$ cat src/rtl/busy_gate_pkg.sv
package busy_gate_pkg;
    localparam int CODE_LOW  = 0;
    localparam int CODE_PASS = 10;
    localparam int CODE_HIGH = 25;

    typedef enum logic [1:0] {
        DRV_LOW  = 2'd0,
        DRV_PASS = 2'd1,
        DRV_HIGH = 2'd2
    } drive_e;
endpackage

$ cat src/rtl/busy_gate_sync.sv
module busy_gate_sync #(
    parameter int WIDTH  = 32,
    parameter int STAGES = 2
) (
    input  logic             clk,
    input  logic             rst_n,
    input  logic [WIDTH-1:0] d,
    output logic [WIDTH-1:0] q
);
    typedef struct packed {
        logic [STAGES-1:0][WIDTH-1:0] stage;
    } sync_t;

    sync_t s_d, s_q;

    always_comb begin
        s_d = s_q;
        s_d.stage[0] = d;
        for (int k = 1; k < STAGES; k++) begin
            s_d.stage[k] = s_q.stage[k-1];
        end
    end

    always_ff @(posedge clk or negedge rst_n) begin
        if (!rst_n) s_q <= '0;
        else        s_q <= s_d;
    end

    assign q = s_q.stage[STAGES-1];
endmodule

$ cat src/rtl/busy_gate_chan.sv
module busy_gate_chan
    import busy_gate_pkg::*;
#(
    parameter int DATA_W = 8
) (
    input  logic              clk,
    input  logic              rst_n,
    input  logic              wr_sel,
    input  logic [DATA_W-1:0] wdata,
    input  logic              sync_in,
    output logic [DATA_W-1:0] mode,
    output logic              drive,
    output logic              seen
);
    typedef struct packed {
        logic [DATA_W-1:0] mode;
        logic              drive;
        logic              seen;
    } chan_t;

    chan_t c_d, c_q;

    function automatic drive_e classify(input logic [DATA_W-1:0] code);
        if (code == DATA_W'(CODE_PASS)) return DRV_PASS;
        if (code == DATA_W'(CODE_HIGH)) return DRV_HIGH;
        return DRV_LOW;
    endfunction

    function automatic logic level(input drive_e kind, input logic in);
        case (kind)
            DRV_PASS: return in;
            DRV_HIGH: return 1'b1;
            default:  return 1'b0;
        endcase
    endfunction

    always_comb begin
        c_d       = c_q;
        c_d.drive = level(classify(c_q.mode), sync_in);
        if (wr_sel) begin
            c_d.mode = wdata;
            c_d.seen = level(classify(wdata), sync_in);
        end
    end

    always_ff @(posedge clk or negedge rst_n) begin
        if (!rst_n) c_q <= '0;
        else        c_q <= c_d;
    end

    assign mode  = c_q.mode;
    assign drive = c_q.drive;
    assign seen  = c_q.seen;
endmodule

$ cat src/rtl/busy_gate_regs.sv
module busy_gate_regs #(
    parameter int NUM_CH    = 32,
    parameter int ADDR_W    = 6,
    parameter int DATA_W    = 8,
    parameter int STATE_BIT = 6,
    parameter int CFG_A     = 37,
    parameter int CFG_B     = 38
) (
    input  logic                           clk,
    input  logic                           rst_n,
    input  logic [ADDR_W-1:0]              addr,
    input  logic [DATA_W-1:0]              wdata,
    input  logic                           wr_en,
    input  logic                           rd_en,
    input  logic [NUM_CH-1:0][DATA_W-1:0]  mode_v,
    input  logic [NUM_CH-1:0]              seen,
    output logic [NUM_CH-1:0]              wr_sel,
    output logic [DATA_W-1:0]              rdata
);
    localparam int CH_W = $clog2(NUM_CH);

    typedef struct packed {
        logic [DATA_W-1:0] rdata;
        logic [DATA_W-1:0] cfg_a;
        logic [DATA_W-1:0] cfg_b;
    } regs_t;

    regs_t r_d, r_q;

    logic [CH_W-1:0] ch_idx;
    logic            in_ch;
    logic            hit_a;
    logic            hit_b;

    assign ch_idx = addr[CH_W-1:0];
    assign in_ch  = (int'(addr) < NUM_CH);
    assign hit_a  = (addr == ADDR_W'(CFG_A));
    assign hit_b  = (addr == ADDR_W'(CFG_B));

    for (genvar g = 0; g < NUM_CH; g++) begin : g_sel
        assign wr_sel[g] = wr_en && (addr == ADDR_W'(g));
    end

    always_comb begin
        r_d = r_q;
        if (rd_en) begin
            if (in_ch) begin
                r_d.rdata            = mode_v[ch_idx];
                r_d.rdata[STATE_BIT] = seen[ch_idx];
            end else if (hit_a) begin
                r_d.rdata = r_q.cfg_a;
            end else if (hit_b) begin
                r_d.rdata = r_q.cfg_b;
            end else begin
                r_d.rdata = '0;
            end
        end
        if (wr_en && hit_a) r_d.cfg_a = wdata;
        if (wr_en && hit_b) r_d.cfg_b = wdata;
    end

    always_ff @(posedge clk or negedge rst_n) begin
        if (!rst_n) r_q <= '0;
        else        r_q <= r_d;
    end

    assign rdata = r_q.rdata;
endmodule

$ cat src/rtl/busy_gate.sv
module busy_gate #(
    parameter int NUM_CH      = 32,
    parameter int ADDR_W      = 6,
    parameter int DATA_W      = 8,
    parameter int STATE_BIT   = 6,
    parameter int CFG_A       = 37,
    parameter int CFG_B       = 38,
    parameter int SYNC_STAGES = 2
) (
    input  logic              clk,
    input  logic              rst_n,
    input  logic [NUM_CH-1:0] busy_in,
    output logic [NUM_CH-1:0] busy_out,
    input  logic [ADDR_W-1:0] addr,
    input  logic [DATA_W-1:0] wdata,
    input  logic              wr_en,
    input  logic              rd_en,
    output logic [DATA_W-1:0] rdata
);
    logic [NUM_CH-1:0]             sync_q;
    logic [NUM_CH-1:0][DATA_W-1:0] mode_v;
    logic [NUM_CH-1:0]             seen;
    logic [NUM_CH-1:0]             wr_sel;
    logic [NUM_CH-1:0]             drive;

    busy_gate_sync #(
        .WIDTH  (NUM_CH),
        .STAGES (SYNC_STAGES)
    ) u_sync (
        .clk   (clk),
        .rst_n (rst_n),
        .d     (busy_in),
        .q     (sync_q)
    );

    for (genvar i = 0; i < NUM_CH; i++) begin : g_ch
        busy_gate_chan #(
            .DATA_W (DATA_W)
        ) u_chan (
            .clk     (clk),
            .rst_n   (rst_n),
            .wr_sel  (wr_sel[i]),
            .wdata   (wdata),
            .sync_in (sync_q[i]),
            .mode    (mode_v[i]),
            .drive   (drive[i]),
            .seen    (seen[i])
        );
    end

    busy_gate_regs #(
        .NUM_CH    (NUM_CH),
        .ADDR_W    (ADDR_W),
        .DATA_W    (DATA_W),
        .STATE_BIT (STATE_BIT),
        .CFG_A     (CFG_A),
        .CFG_B     (CFG_B)
    ) u_regs (
        .clk    (clk),
        .rst_n  (rst_n),
        .addr   (addr),
        .wdata  (wdata),
        .wr_en  (wr_en),
        .rd_en  (rd_en),
        .mode_v (mode_v),
        .seen   (seen),
        .wr_sel (wr_sel),
        .rdata  (rdata)
    );

    assign busy_out = drive;
endmodule

$ cat config.mk
export PLATFORM = sky130hd
export DESIGN_NAME = busy_gate
export DESIGN_NICKNAME = d
export VERILOG_FILES = /design/src/rtl/busy_gate_pkg.sv /design/src/rtl/busy_gate_sync.sv /design/src/rtl/busy_gate_chan.sv /design/src/rtl/busy_gate_regs.sv /design/src/rtl/busy_gate.sv
export SDC_FILE = /design/constraint.sdc
export NUM_CORES = 1
export LEC_CHECK = 0
export BUFFER_PORTS_ARGS = -buffer_cell sky130_fd_sc_hd__buf_4
export CORE_AREA = 3 3 186 188
export DETAILED_ROUTE_END_ITERATION = 7
export DIE_AREA = 0 0 189 191
export GPL_TIMING_DRIVEN = 0
export PLACE_DENSITY = 0.72
export SLEW_MARGIN = 20
export SYNTH_ARGS = -nofsm -noshare
export SYNTH_HDL_FRONTEND = slang
export SYNTH_SLANG_ARGS = --single-unit
$ cat constraint.sdc
create_clock -name clk -period 1.62 [get_ports clk]
set_clock_uncertainty 0.05 [all_clocks]
set_input_delay 0.324 -clock clk [delete_from_list [all_inputs] [get_ports clk]]
set_output_delay 0.324 -clock clk [all_outputs]
set_load 0.005 [all_outputs]
======== Word level (Yosys, flattened, before mapping) ========
Cells that the tools add are included.
Widths: inputs -> output; s select.
word-level totals
  bits in registers ....................... 408
  bits of input ports ..................... 50
  output and inout bits ................... 40
  logic and storage cells ................. 856
cells by class
  $lt $le $gt $ge ......................... 2
  equal/unequal tests ..................... 227
  muxes and demuxes ....................... 491
  reduce and logical (&&, ||, !) cells .... 35
operator list
  cell                number
  $mux 2              226
  $eq 8x4->1 const B  33
  $eq 8x5->1 const B  33
  $mux 1              195
  $eq 2x1->1 const B  64
  $eq 2x2->1 const B  64
  $pmux 1 s2          64
  $eq 6x5->1 const B  16
  $eq 6x4->1 const B  8
  $bmux 8 s5          1
  $logic_and 1x1->1   34
  $mux 8              4
  $eq 6x3->1 const B  4
  $eq 6x2->1 const B  2
  $eq 6x6->1 const B  2
  $eq 6x1->1 const B  1
  $logic_not 6->1     1
  $lt 5x6->1 const B  1
  $lt 6x6->1 const B  1
  $bmux 1 s5          1

======== Depth between registers and ports, before layout ========
  word-level depth ........................ 10
  gate-level depth with buffers ........... 8
  gate-level depth less buffers ........... 5

======== Hierarchy ========
A second synthesis with hierarchy kept.
unflattened totals
  cell total of the unflattened synthesis .. 1480
  area, all modules ....................... 18983.2 um2
by module, submodules not included
  module          instances  cells each  area an instance (um2)  seq. area each (um2)
  busy_gate_chan  32         33          430.4                   250.2
  busy_gate_regs  1          360         3608.5                  600.6
  busy_gate_sync  1          64          1601.5                  1601.5

======== Least setup slack after synthesis ========
No wires, ideal clock.
  path type ............................... input-to-reg
  start ................................... input addr[4]
  end ..................................... register g_ch[11].u_chan.c_q (netlist bit g_ch[11].u_chan.mode[2])
  library setup time ...................... 128 ps
  arrival time ............................ 1684 ps
  data required time ...................... 1442 ps
  slack ................................... -241 ps
  stages .................................. 5
  buffers on the path ..................... 1
  cell sequence ........................... or3b_4 -> nor3b_4 -> and2b_1 -> buf_4 -> mux2_1
between the ends
  word-level cells in the longest chain between the ends .. 2
RTL lines
  what                    RTL line              source
  start: declaration      busy_gate.sv:14       input logic [ADDR_W-1:0] addr,
  $eq 6x4->1              busy_gate_regs.sv:41  assign wr_sel[g] = wr_en && (addr == ADDR_W'(g));
  $logic_and 1x1->1       busy_gate_regs.sv:41
  end signal: assignment  busy_gate_chan.sv:47  if (!rst_n) c_q <= '0;
  end signal: assignment  busy_gate_chan.sv:48  else c_q <= c_d;
  end: declaration        busy_gate_chan.sv:21  chan_t c_d, c_q;
Every way passes these cells.
A chain may end at the register's enable or synchronous reset.

======== Worst setup path after layout ========
  start ................................... input addr[0]
  end ..................................... register u_regs.r_q (netlist bit u_regs.rdata[6])
between the ends
  word-level cells in the longest chain between the ends .. 4
  elaborated cells on any way between the ends .. 8
  classes of those cells .................. 1 x order compare; 2 x eq/ne; 5 x mux
RTL lines
  what                                                                RTL line              source
  parallel branches: the longest is 3 deep, another holds $bmux 1 s5  --
  $mux 8 *                                                            busy_gate_regs.sv:47  if (in_ch) begin
  end signal: assignment                                              busy_gate_regs.sv:64  else r_q <= r_d;
  end: declaration                                                    busy_gate_regs.sv:28  regs_t r_d, r_q;
Every way passes the cells marked *. The select of a mux whose other input is x is not followed.

==> key figures <==
Run status
  • Status: finished, violations left
  • Failing checks: setup timing

CTS
  • Clk buf depth: 3
  • # H-tree levels: 2
  • Worst skew pair latency: 0.55 ns
  • Clock root cell: clkbuf_16
  • CTS Sinks: 408
  • Reg clk slew, reported paths: 0.06 ns
  • Total CTS buffers: 43
  • CTS tree: yes

Place
  • HPWL after DPL: roughly 36000 um
  • Post-DP Area: 0.01973 mm2
  • PortBufs: 83
  • GP Congestion: 0.9766

Timing
  • Fmax achieved: 0.6115 GHz
  • Setup violations, final: 3
  • Rel. slew slack: 0.3242
  • Hold slack final: 0.04921 ns
  • RSZ-0062 raised after global routing: yes
  • Crit path time final: about 1.6 ns
  • Final worst slack: -0.01534 ns
  • Max Transition Viols Final: 0
  • Period utilization: 1.009
  • Measured slew at the worst slew-check pin: between 1 and 1.5 ns
  • Fin. Hold Viols: 0

Floorplan
  • Total Die Area: 0.03610 mm2
  • Die height: 191 um
  • Chip Width: between 150 and 200 um
  • Site Rows: 67
  • Starting Density: 0.5462
  • I/O Pins: 90
  • CORE AREA: 0.03328 mm2

GRT
  • Gr ovfl total: 0
  • Vias in the first global route: 12730
  • Initial antenna violation count: 0
  • Largest net degree at the start of global routing: 96
  • First-pass GRT wire length: 78140 um
  • Tot GR Track Use: 0.2877

Power
  • Comb power frac: 0.137
  • Sequential Power Share: 0.476
  • Pwr dens: roughly 1200 mW/mm2
  • Clock share of power: 0.386
  • Switching Fraction: 0.2628
  • Int Pwr: 18.95 mW
  • Total power: 25.71 mW
  • Sw power: approximately 6.8 mW
  • Leak pwr: 10.08 nW
  • Worst IR Drop VDD: 0.9891 mV

Synth
  • Sequential element share of the synthesized area: 0.5616
  • Async SR Flop Fraction: 1.000
  • Post-synth EDFFs: 0
  • Avg Cell Area, Syn: around 12 um2
  • Yosys cell types: between 40 and 50
  • Synth Flop Type: dfrtp_1
  • Synthesized flop and latch total: around 400
  • Yosys warning total: 0
  • Post-Syn Instances: 1465
  • Syn_nets: 1515
  • Syn Std Cell Area: 0.01818 mm2

Route
  • Routed wl met3: about 3600 um
  • Routed len/inst: 24.60 um
  • Post-route met1 wirelength: 22290 um
  • Routed Antenna Nets: 0
  • Pre-antenna DRT Iters: 5
  • Metal2 WL: 24090 um
  • Vias post-DR: 12630
  • Final WL: 51830 um
  • DRC viols: 0
  • Iteration-0 DRC count of the detailed router: 1059
  • Highest metal used: met4
  • Via/cell ratio: around 6

Final layout
  • Filler cell count: between 2000 and 3000
  • FF/Latch Area: 0.01021 mm2
  • Final Net Count: between 1500 and 2000
  • Multi-input logic area: 0.007239 mm2
  • Final non-filler cell area: 0.02154 mm2
  • Antenna diodes: 0
  • Layout cells sized above 1: 0.3532
  • Final core occ: 0.6473
  • Layout area overhead: 18.50%

Setup path
  • WP data required: 2.03 ns
  • Worst-path fanout max: 10
  • Critical Path End: u_regs.rdata[6]
  • Critical path launch point: addr[0]
  • R2R Setup Slk: 0.06 ns
  • R2R Path Start: g_ch[12].u_chan.mode[4]
  • Startpoint Class: primary input
  • R2R Path End: u_regs.rdata[4]
  • R2r worst-path depth: 5
  • Arrival time worst endpoint: just over 2 ns
  • Worst Setup Path Type: in -> reg
  • CP endpoint kind: register

Min path
  • Min-Delay Path Class: in -> reg

Flow run
  • Max_cap viols: 0
what timing repair did:
action | 4_1_cts | 5_1_grt
hold endpoints to repair | 226 | 0
buffers inserted | 2 | 4
pin swaps | 0 | 3
hold buffers | 33 | 0
resized for setup | 3 | 28
endpoints found under the setup margin | 33 | 72
per-layer routing:
layer  GRT usage  vias to the layer above
met1      0.4112                     6468
met4      0.1089                        0
met2      0.4522                      497
met5           0                        -
li1            -                     5564
met3     0.03943                      105
area by class of cell:
class,instances,area share
Sequential cell,408,0.4740
Clock inverter,15,0.006331
Timing Repair Buffer,127,0.05309
Inverter,33,0.005750
Tap cell,448,0.02602
Clock buffer,61,0.06017
Buffer,122,0.03862
Multi-Input combinational cell,893,0.3361
metrics by stage:
step | cells | worst slack [ns] | setup TNS (ns)
floorplan | 1465 | -0.2176 | -11.15
global placement | 1996 | -3.847 | -1676.93
detailed placement | 2001 | -0.6815 | -130.84
CTS | 2103 | -0.05770 | -0.5684
global route | 2107 | -0.06794 | -0.9030
finish | 2107 | -0.01534 | -0.02021
synth_stat cells, drive strengths merged (8+ instances only):
cell / count / share of area
a22o: 24 / 0.012
inv: 33 / 0.0068
a31oi: 40 / 0.014
nor3: 13 / 0.0048
mux2i: 80 / 0.044
nand2: 82 / 0.018
nor4: 33 / 0.011
o21ai: 56 / 0.015
mux2: 303 / 0.19
nor2: 72 / 0.015
buf: 92 / 0.032
a21o: 8 / 0.0033
dfrtp: 408 / 0.56
a21oi: 57 / 0.016
clkbuf: 39 / 0.0083
nand3: 29 / 0.0085
nor4b: 33 / 0.016
a22oi: 16 / 0.0066
o22ai: 24 / 0.0083
kinds of logic after synthesis:
kind of cell / count (synthesis) / share of synthesized area
simple gates: 285 / 0.08521
mux: 383 / 0.2317
buf+inv: 164 / 0.04680
compound gates: 225 / 0.07461
flops: 408 / 0.5616
worst min path at each step:
stage	from	endpoint	slack, ns	cells past startpoint
2_1_floorplan	rst_n	g_ch[0].u_chan.drive	-0.02	0
3_3_place_gp	u_sync.s_d[38]	u_sync.q[6]	0.28	0
3_5_place_dp	rst_n	u_sync.s_d[45]	0.12	1
4_1_cts	wdata[2]	g_ch[20].u_chan.mode[2]	0.03	2
5_1_grt	wdata[5]	g_ch[21].u_chan.mode[5]	0.04	2
6_report	wdata[2]	g_ch[22].u_chan.mode[2]	0.05	2
critical path, stage by stage:
cell	delay [ns]
clkbuf_2	0.20
buf_6	0.24
nand2_1	0.17
buf_2	0.29
o22ai_1	0.14
o21ai_1	0.31
a31oi_2	0.16
nor3_1	0.20
state kept, by name, indices dropped and copies added (netlist names):
signal             cells
g_ch.u_chan.drive     32
g_ch.u_chan.mode     256
u_regs.rdata           8
u_sync.q              32
u_regs.r_q            16
g_ch.u_chan.seen      32
u_sync.s_d            32
power by group through the flow:
stage	Sequential, mW	Clock, mW	Combinational, mW
3_5_place_dp	12.4	0	3.42
5_1_grt	12.4	10.5	3.79
4_1_cts	12.2	10.1	3.48
2_1_floorplan	12.1	0	2.26
6_report	12.2	9.93	3.53
3_3_place_gp	12.3	0	3.29
cell usage in the layout (no fill, tap or decap), types with 24 or more instances in the layout:
cell type	n
nor2_1	67
a22o_1	24
o21ai_1	26
a31oi_1	39
clkbuf_1	35
o21ai_0	30
dfrtp_1	408
dlygate4sd3_1	33
mux2_2	286
mux2i_1	77
nor4b_1	32
inv_1	33
a21oi_1	57
o22ai_1	24
nor4_1	33
buf_4	138
nand3_1	27
nand2_1	72
clkbuf_16	45
Power figures use the tool's default switching activity.
